$ cat config.mk
export PLATFORM = sky130hd
export DESIGN_NAME = cardIrqController
export DESIGN_NICKNAME = d
export VERILOG_FILES = /design/src/rtl/cardIrqPkg.sv /design/src/rtl/cardIrqCtrl.sv /design/src/rtl/cardIrqDatapath.sv /design/src/rtl/cardIrqController.sv
export SDC_FILE = /design/constraint.sdc
export NUM_CORES = 1
export LEC_CHECK = 0
export BUFFER_PORTS_ARGS = -buffer_cell sky130_fd_sc_hd__buf_2
export CAP_MARGIN = 20
export CORE_MARGIN = 2
export CORE_UTILIZATION = 45
export CTS_BUF_LIST = sky130_fd_sc_hd__clkbuf_2 sky130_fd_sc_hd__clkbuf_4 sky130_fd_sc_hd__clkbuf_8
export DETAILED_ROUTE_END_ITERATION = 8
export PLACE_DENSITY = 0.9
export SLEW_MARGIN = 5
export SYNTH_ARGS = -nofsm -noshare
export SYNTH_HDL_FRONTEND = slang
export SYNTH_SLANG_ARGS = --single-unit
$ cat constraint.sdc
create_clock -name clk -period 1.1 [get_ports clk]
set_clock_uncertainty 0.1 [all_clocks]
set_input_delay 0.055 -clock clk [delete_from_list [all_inputs] [get_ports clk]]
set_output_delay 0.055 -clock clk [all_outputs]
set_load 0.01 [all_outputs]
$ cat src/rtl/cardIrqPkg.sv
package cardIrqPkg;

  // Fixed source positions in the unified flag vector; pins follow.
  localparam int IDX_CARD   = 0;
  localparam int IDX_READY  = 1;
  localparam int IDX_SERIAL = 2;
  localparam int IDX_DRQ    = 3;
  localparam int FIXED_SRCS = 4;

  // Strobes from control to datapath.
  typedef struct packed {
    logic clrCard;
    logic clrReady;
    logic clrSerial;
    logic clrDrq;
    logic clrPins;
    logic ackAll;
  } ctrlStrobesT;

endpackage

$ cat src/rtl/cardIrqCtrl.sv
module cardIrqCtrl
  import cardIrqPkg::*;
#(
  parameter int NUM_PINS = 4,
  localparam int NSRC = FIXED_SRCS + NUM_PINS
) (
  input  logic                enGlobal,
  input  logic                enSerialIntr,
  input  logic                autoCmdOff,
  input  logic                drqSelect,
  input  logic                enPin,
  input  logic [NUM_PINS-1:0] enPinMask,
  input  logic                accStatusRd,
  input  logic                accCmdWr,
  input  logic                accTxWr,
  input  logic                accRxRd,
  input  logic                accPinRd,
  input  logic                xferIsRead,
  output ctrlStrobesT         strb,
  output logic [NSRC-1:0]     enMask
);

  logic dataXfer;

  // A data-port access counts only when it matches the transfer direction.
  assign dataXfer = (accTxWr & ~xferIsRead) | (accRxRd & xferIsRead);

  always_comb begin
    strb.clrCard   = accStatusRd;
    strb.clrReady  = accCmdWr;
    strb.clrSerial = accCmdWr | dataXfer;
    strb.clrDrq    = dataXfer;
    strb.clrPins   = accPinRd;
    strb.ackAll    = accStatusRd;
  end

  assign enMask[IDX_CARD]   = enGlobal;
  assign enMask[IDX_READY]  = enGlobal & enSerialIntr;
  assign enMask[IDX_SERIAL] = enGlobal & enSerialIntr & ~autoCmdOff;
  assign enMask[IDX_DRQ]    = enGlobal & drqSelect;

  for (genvar p = 0; p < NUM_PINS; p++) begin : g_pinEn
    assign enMask[FIXED_SRCS+p] = enGlobal & enPin & enPinMask[p];
  end

endmodule

$ cat src/rtl/cardIrqDatapath.sv
module cardIrqDatapath
  import cardIrqPkg::*;
#(
  parameter int NUM_PINS = 4,
  localparam int NSRC = FIXED_SRCS + NUM_PINS
) (
  input  logic            clk,
  input  logic            rstN,
  input  logic [NSRC-1:0] setVec,
  input  logic [NSRC-1:0] enMask,
  input  ctrlStrobesT     strb,
  output logic [NSRC-1:0] flagQ,
  output logic            irqQ
);

  logic [NSRC-1:0] clrVec;
  logic [NSRC-1:0] ackQ;

  assign clrVec[IDX_CARD]   = strb.clrCard;
  assign clrVec[IDX_READY]  = strb.clrReady;
  assign clrVec[IDX_SERIAL] = strb.clrSerial;
  assign clrVec[IDX_DRQ]    = strb.clrDrq;
  assign clrVec[NSRC-1:FIXED_SRCS] = {NUM_PINS{strb.clrPins}};

  // One flag plus one acknowledge bit per source.
  for (genvar s = 0; s < NSRC; s++) begin : g_src
    always_ff @(posedge clk) begin
      if (!rstN) begin
        flagQ[s] <= 1'b0;
        ackQ[s]  <= 1'b0;
      end else if (setVec[s]) begin
        flagQ[s] <= 1'b1;
        ackQ[s]  <= 1'b0;
      end else if (clrVec[s]) begin
        flagQ[s] <= 1'b0;
        ackQ[s]  <= 1'b0;
      end else if (strb.ackAll && flagQ[s]) begin
        ackQ[s]  <= 1'b1;
      end
    end
  end

  always_ff @(posedge clk) begin
    if (!rstN) irqQ <= 1'b0;
    else       irqQ <= |(enMask & flagQ & ~ackQ);
  end

  assert_set_wins_R2: assert property (@(posedge clk) disable iff (!rstN)
    (setVec != '0) |=> ((flagQ & $past(setVec)) == $past(setVec)));

  assert_card_clear_R8: assert property (@(posedge clk) disable iff (!rstN)
    (strb.clrCard && !setVec[IDX_CARD]) |=> !flagQ[IDX_CARD]);

  assert_ack_drops_R12: assert property (@(posedge clk) disable iff (!rstN)
    (strb.ackAll && setVec == '0) |=> ##1 !irqQ);

endmodule

$ cat src/rtl/cardIrqController.sv
module cardIrqController
  import cardIrqPkg::*;
#(
  parameter int NUM_PINS = 4
) (
  input  logic                clk,
  input  logic                rstN,
  input  logic                evtCard,
  input  logic                evtReady,
  input  logic                evtSerial,
  input  logic                evtDrq,
  input  logic [NUM_PINS-1:0] evtPin,
  input  logic                enGlobal,
  input  logic                enSerialIntr,
  input  logic                autoCmdOff,
  input  logic                drqSelect,
  input  logic                enPin,
  input  logic [NUM_PINS-1:0] enPinMask,
  input  logic                accStatusRd,
  input  logic                accCmdWr,
  input  logic                accTxWr,
  input  logic                accRxRd,
  input  logic                accPinRd,
  input  logic                xferIsRead,
  output logic                flagCard,
  output logic                flagReady,
  output logic                flagSerial,
  output logic                flagDrq,
  output logic [NUM_PINS-1:0] flagPin,
  output logic                irqOut
);

  localparam int NSRC = FIXED_SRCS + NUM_PINS;

  ctrlStrobesT     strb;
  logic [NSRC-1:0] enMask;
  logic [NSRC-1:0] setVec;
  logic [NSRC-1:0] flagQ;

  assign setVec = {evtPin, evtDrq, evtSerial, evtReady, evtCard};

  cardIrqCtrl #(.NUM_PINS(NUM_PINS)) i_ctrl (
    .enGlobal    (enGlobal),
    .enSerialIntr(enSerialIntr),
    .autoCmdOff  (autoCmdOff),
    .drqSelect   (drqSelect),
    .enPin       (enPin),
    .enPinMask   (enPinMask),
    .accStatusRd (accStatusRd),
    .accCmdWr    (accCmdWr),
    .accTxWr     (accTxWr),
    .accRxRd     (accRxRd),
    .accPinRd    (accPinRd),
    .xferIsRead  (xferIsRead),
    .strb        (strb),
    .enMask      (enMask)
  );

  cardIrqDatapath #(.NUM_PINS(NUM_PINS)) i_dp (
    .clk   (clk),
    .rstN  (rstN),
    .setVec(setVec),
    .enMask(enMask),
    .strb  (strb),
    .flagQ (flagQ),
    .irqQ  (irqOut)
  );

  assign flagCard   = flagQ[IDX_CARD];
  assign flagReady  = flagQ[IDX_READY];
  assign flagSerial = flagQ[IDX_SERIAL];
  assign flagDrq    = flagQ[IDX_DRQ];
  assign flagPin    = flagQ[NSRC-1:FIXED_SRCS];

  assert_global_gate_R3: assert property (@(posedge clk) disable iff (!rstN)
    !enGlobal |=> !irqOut);

  assert_pin_clear_R11: assert property (@(posedge clk) disable iff (!rstN)
    (accPinRd && evtPin == '0) |=> (flagPin == '0));

endmodule

# Yosys cells after proc, flatten, opt, wreduce, memory -nomap -nowiden
# Index checks and enable logic that the tools add are counted.
# word_totals
ff_bits,17
input_bits,25
output_inout_bits,9
elab_cells,73
# op_classes
mux,13
n_bitwise,18
reduce_logical,25
# op_table
op,n
OR reduction 3 bit,8
AND 8 bit,2
nonzero test 2 bit,8
two-way mux 1 bit,13
AND 1 bit,10
logical AND 1 bit,8
NOT 8 bit,1
OR reduction 8 bit,1
NOT 1 bit,3
bitwise OR 1 bit,2

# Logic depth before layout (Yosys ltp)
# depth
depth_word,6
ltp_mapped,4
ltp_nobuf,4

# By module
# From an unflattened synthesis, not the netlist that was laid out.
# unflattened
cells_unflattened,80
hier_area_um2,755.7
# modules_own_cells
module,instances,cells_per_inst,area_each_um2,seq_area_each_um2
cardIrqDatapath,1,65,645.6,340.3
cardIrqCtrl,1,15,110.1,0.0

# Least setup slack after synthesis
# No wires, ideal clock.
# synth_timing
path_kind,reg-to-reg
start,register i_dp.flagQ[2]
end,register i_dp.irqQ
setup_ps,70
arrival_ps,869
t_required_ps,930
slack_ps,61
stages_incl_launch_ff,5
n_path_buf,0
synth_period_minus_slack_ps,1039
path_cell_list,dfxtp_1 -> inv_2 -> o32ai_1 -> a21oi_1 -> a21oi_1
# synth_between
elab_chain_cells,3
# synth_rtl
element,line,text
start: declaration,cardIrqDatapath.sv:12,"output logic [NSRC-1:0] flagQ,"
start signal: indexed assignment,cardIrqDatapath.sv:29,flagQ[s] <= 1'b0;
start signal: indexed assignment,cardIrqDatapath.sv:32,flagQ[s] <= 1'b1;
start signal: indexed assignment,cardIrqDatapath.sv:35,flagQ[s] <= 1'b0;
AND 8 bit (2 in a row),cardIrqDatapath.sv:45,else irqQ <= |(enMask & flagQ & ~ackQ);
OR reduction 8 bit,cardIrqDatapath.sv:45,
end signal: assignment,cardIrqDatapath.sv:45,
end: declaration,cardIrqDatapath.sv:13,output logic irqQ
# Every way passes these cells.
# A chain may end at the register's enable or synchronous reset.

# Worst setup path after layout
# Same ends and word-level chain as after synthesis.

==> results.py <==
metrics = {
    "logic_synthesis": {
        "synth_compound_area_share_pct": 20.5,
        "synth-seq-cells": 17,
        "seq_area_frac_synth_pct": 51.2,
        "synth_top_area_cell": "dfxtp_1",
        "yosys-top-cells-area": "dfxtp_1 51%, o21a_1 9.0%, a21oi_1 6.8%, nor2b_1 3.8%, nor3_1 3.8%",
        "yosys-mux-area-fraction_pct": 2.26,
        "syn-num-nets": 95,
        "synth_top_area_share_pct": 51.2,
        "synth_top_family_by_area": "simple AND/OR/NAND/NOR gates",
        "syn_avg_cell_area_um2": 9.49,
        "synth_simple_gate_area_share_pct": 22.2,
        "synth_cells": 70,
        "synth_xor_area_share_pct": 0,
        "synth.distinct_cells": 20,
        "synth_area_um2": 664,
        "synth_warnings": 0,
        "synthAdderAreaFrac_pct": 0,
    },
    "placed_design": {
        "dp_hpwl_um": 1120,
        "gp_congestion": 0.758,
        "dp_cells": 116,
        "port_buffers": 33,
        "postPlaceCellArea_um2": 838,
        "dp_slack_ns": 0.0419,
    },
    "clock_network": {
        "clk_pin_slew_ns": 0.09,
        "max-clock-path-buffers": 2,
        "cts_setup_buffers": 0,
        "numCtsBuffers": 3,
        "tritoncts": "yes",
        "htreeDepth": 1,
        "numClockSinks": 17,
        "clock-root-buffer": "clkbuf_4",
        "insertion_delay_ns": 0.28,
    },
    "layout": {
        "nFillCells": 88,
        "multiInputGateArea_um2": 307,
        "utilization_pct": 74.8,
        "final_area_um2": 997,
        "area_growth_pct": 50.1,
        "diodes": 0,
        "nets": 143,
        "register_area_um2": 342,
        "drive_gt1_share_pct": 37.6,
        "finalNonFillerCells": 132,
    },
    "global_route": {
        "antenna_found_initial": 0,
        "grt_pass1_vias": 619,
        "grt_usage_pct": 18.1,
        "overflow": 0,
        "grt_first_pass_wirelength_um": 2530,
        "grt_max_degree": 14,
    },
    "sta": {
        "tightest_slew_ns": 0.228,
        "finalSetupViolations": 0,
        "slew_violations": 0,
        "rsz0062_at_grt": "no",
        "period_needed_ns": 1.02,
        "tns_ns": 0,
        "finalHoldViolCount": 0,
        "slew_headroom_pct": 84.8,
        "fin_crit_sh_pct": 92.6,
        "fin_ws_ns": 0.0819,
        "clock.fmax_mhz": 982,
    },
    "pwr": {
        "leakage_nw": 0.439,
        "power.density_nw_per_um2": 1210,
        "ir_drop_v": 0.00106,
    },
    "floorplanning": {
        "fp.dieArea_um2": 1800,
        "core_um2": 1330,
        "num_rows": 13,
        "pin_count": 34,
        "die_w_um": 42.4,
        "die_height_um": 42.4,
        "start_util_pct": 49.8,
    },
    "worst_setup_path": {
        "cp-end-kind": "flip-flop",
        "worstReg2RegStart": "i_dp.flagQ[2]",
        "arrival_ns": 1.14,
        "crit_path_start_kind": "flip-flop",
        "worstSetupPathType": "flip-flop to flip-flop",
        "required_ns": 1.22,
        "crit_fanout": 3,
        "startpoint": "i_dp.flagQ[2]",
    },
    "job": {
        "max_cap_viol_count": 0,
    },
    "routing": {
        "drt-initial-drc-count": 18,
        "dr_total_vias": 659,
        "drt_wl_total_um": 1560,
        "route.detailed.drc": 0,
        "wl_per_cell_um": 11.8,
        "antenna_left": 0,
        "via_per_inst": 4.99,
        "first_pass_iters": 4,
    },
    "hold_path": {
        "hold_class": "input pin to flip-flop",
        "min_from": "accRxRd",
    },
    "status": {
        "status": "finished, final reports clean",
    },
}
[final timing paths]
check / endpoint / slack, ns / cells after the start
worst max-delay path: i_dp.irqQ / 0.08 / 4
worst min-delay path: i_dp.ackQ[3] / 0.003 / 3
worst max register to register: i_dp.irqQ / 0.08 / 4
worst min register to register: i_dp.ackQ[0] / 0.38 / 1
[layout make-up]
type / count / area share, %
multi-input combinational: 47 / 30.7
timing repair buffer: 45 / 28.6
tap: 15 / 1.88
inverter: 4 / 1.51
sequential: 17 / 34.3
clock buffer: 4 / 3.01
[through the flow]
| stage | total power (W) | hold slack, ns |
|---|---|---|
| finish | 0.00121 | 0.00329 |
| global route | 0.00127 | 0.000410 |
| CTS | 0.00121 | 0.00403 |
| detailed placement | 0.000840 | 0.137 |
| global placement | 0.000835 | 0.134 |
| floorplan | 0.000757 | 0.0260 |
[cells by family after synthesis]
group	after synthesis
simple gates	24
compound gates	22
buf+inv	6
mux	1
flops	17
[critical path, cell delays in order (launching register included)]
cell,delay [ns]
dfxtp_2,0.36
inv_2,0.05
o32ai_2,0.23
a21oi_1,0.10
a21oi_1,0.12
[registers in the layout (all words and copies together) (netlist names)]
register	cells
i_dp.ackQ	8
i_dp.flagQ	8
i_dp.irqQ	1
[power breakdown]
part | switching, W | internal [W]
clock network | 0.000179 | 0.000165
logic | 0.0000906 | 0.000115
registers | 0.0000174 | 0.000641
[synth_stat cells]
master	instances
nor2b_1	4
nand3b_1	1
nor3_2	1
o21ai_0	2
o21a_1	8
nand2b_1	2
nor4b_2	1
o32ai_1	1
mux2_4	1
inv_1	3
nand2_1	5
dfxtp_1	17
o22ai_1	2
nor2_1	3
nor4_2	1
buf_2	2
nor3_1	5
inv_2	1
a21oi_1	9
nor4bb_1	1
[repair_timing]
item,CTS,global route
hold buffers,12,0
gates resized for setup,0,2
endpoints found under the hold margin,17,0
setup endpoints to repair,0,1
[layer usage]
layer  global-route usage [%]  part of all wire (%)  up-vias
met1                     22.8                    46      297
met5                        0                     0        -
met4                     5.63                     0        0
met2                     31.4                    50       20
li1                         -                     -      342
met3                     3.02                   4.5        0
[layout by cell type, fill, tap and decap left out, types with 2 or more instances in the layout]
| cell type | count |
|---|---|
| buf_2 | 33 |
| dfxtp_1 | 16 |
| dlygate4sd3_1 | 12 |
| a21oi_1 | 9 |
| o21a_1 | 8 |
| nand2_1 | 5 |
| nor3_1 | 5 |
| nor2b_1 | 4 |
| clkbuf_4 | 4 |
| inv_1 | 3 |
| nor2_1 | 3 |
| o22ai_1 | 2 |
| o21ai_0 | 2 |
| nand2b_1 | 2 |
Power figures use the tool's default switching activity.
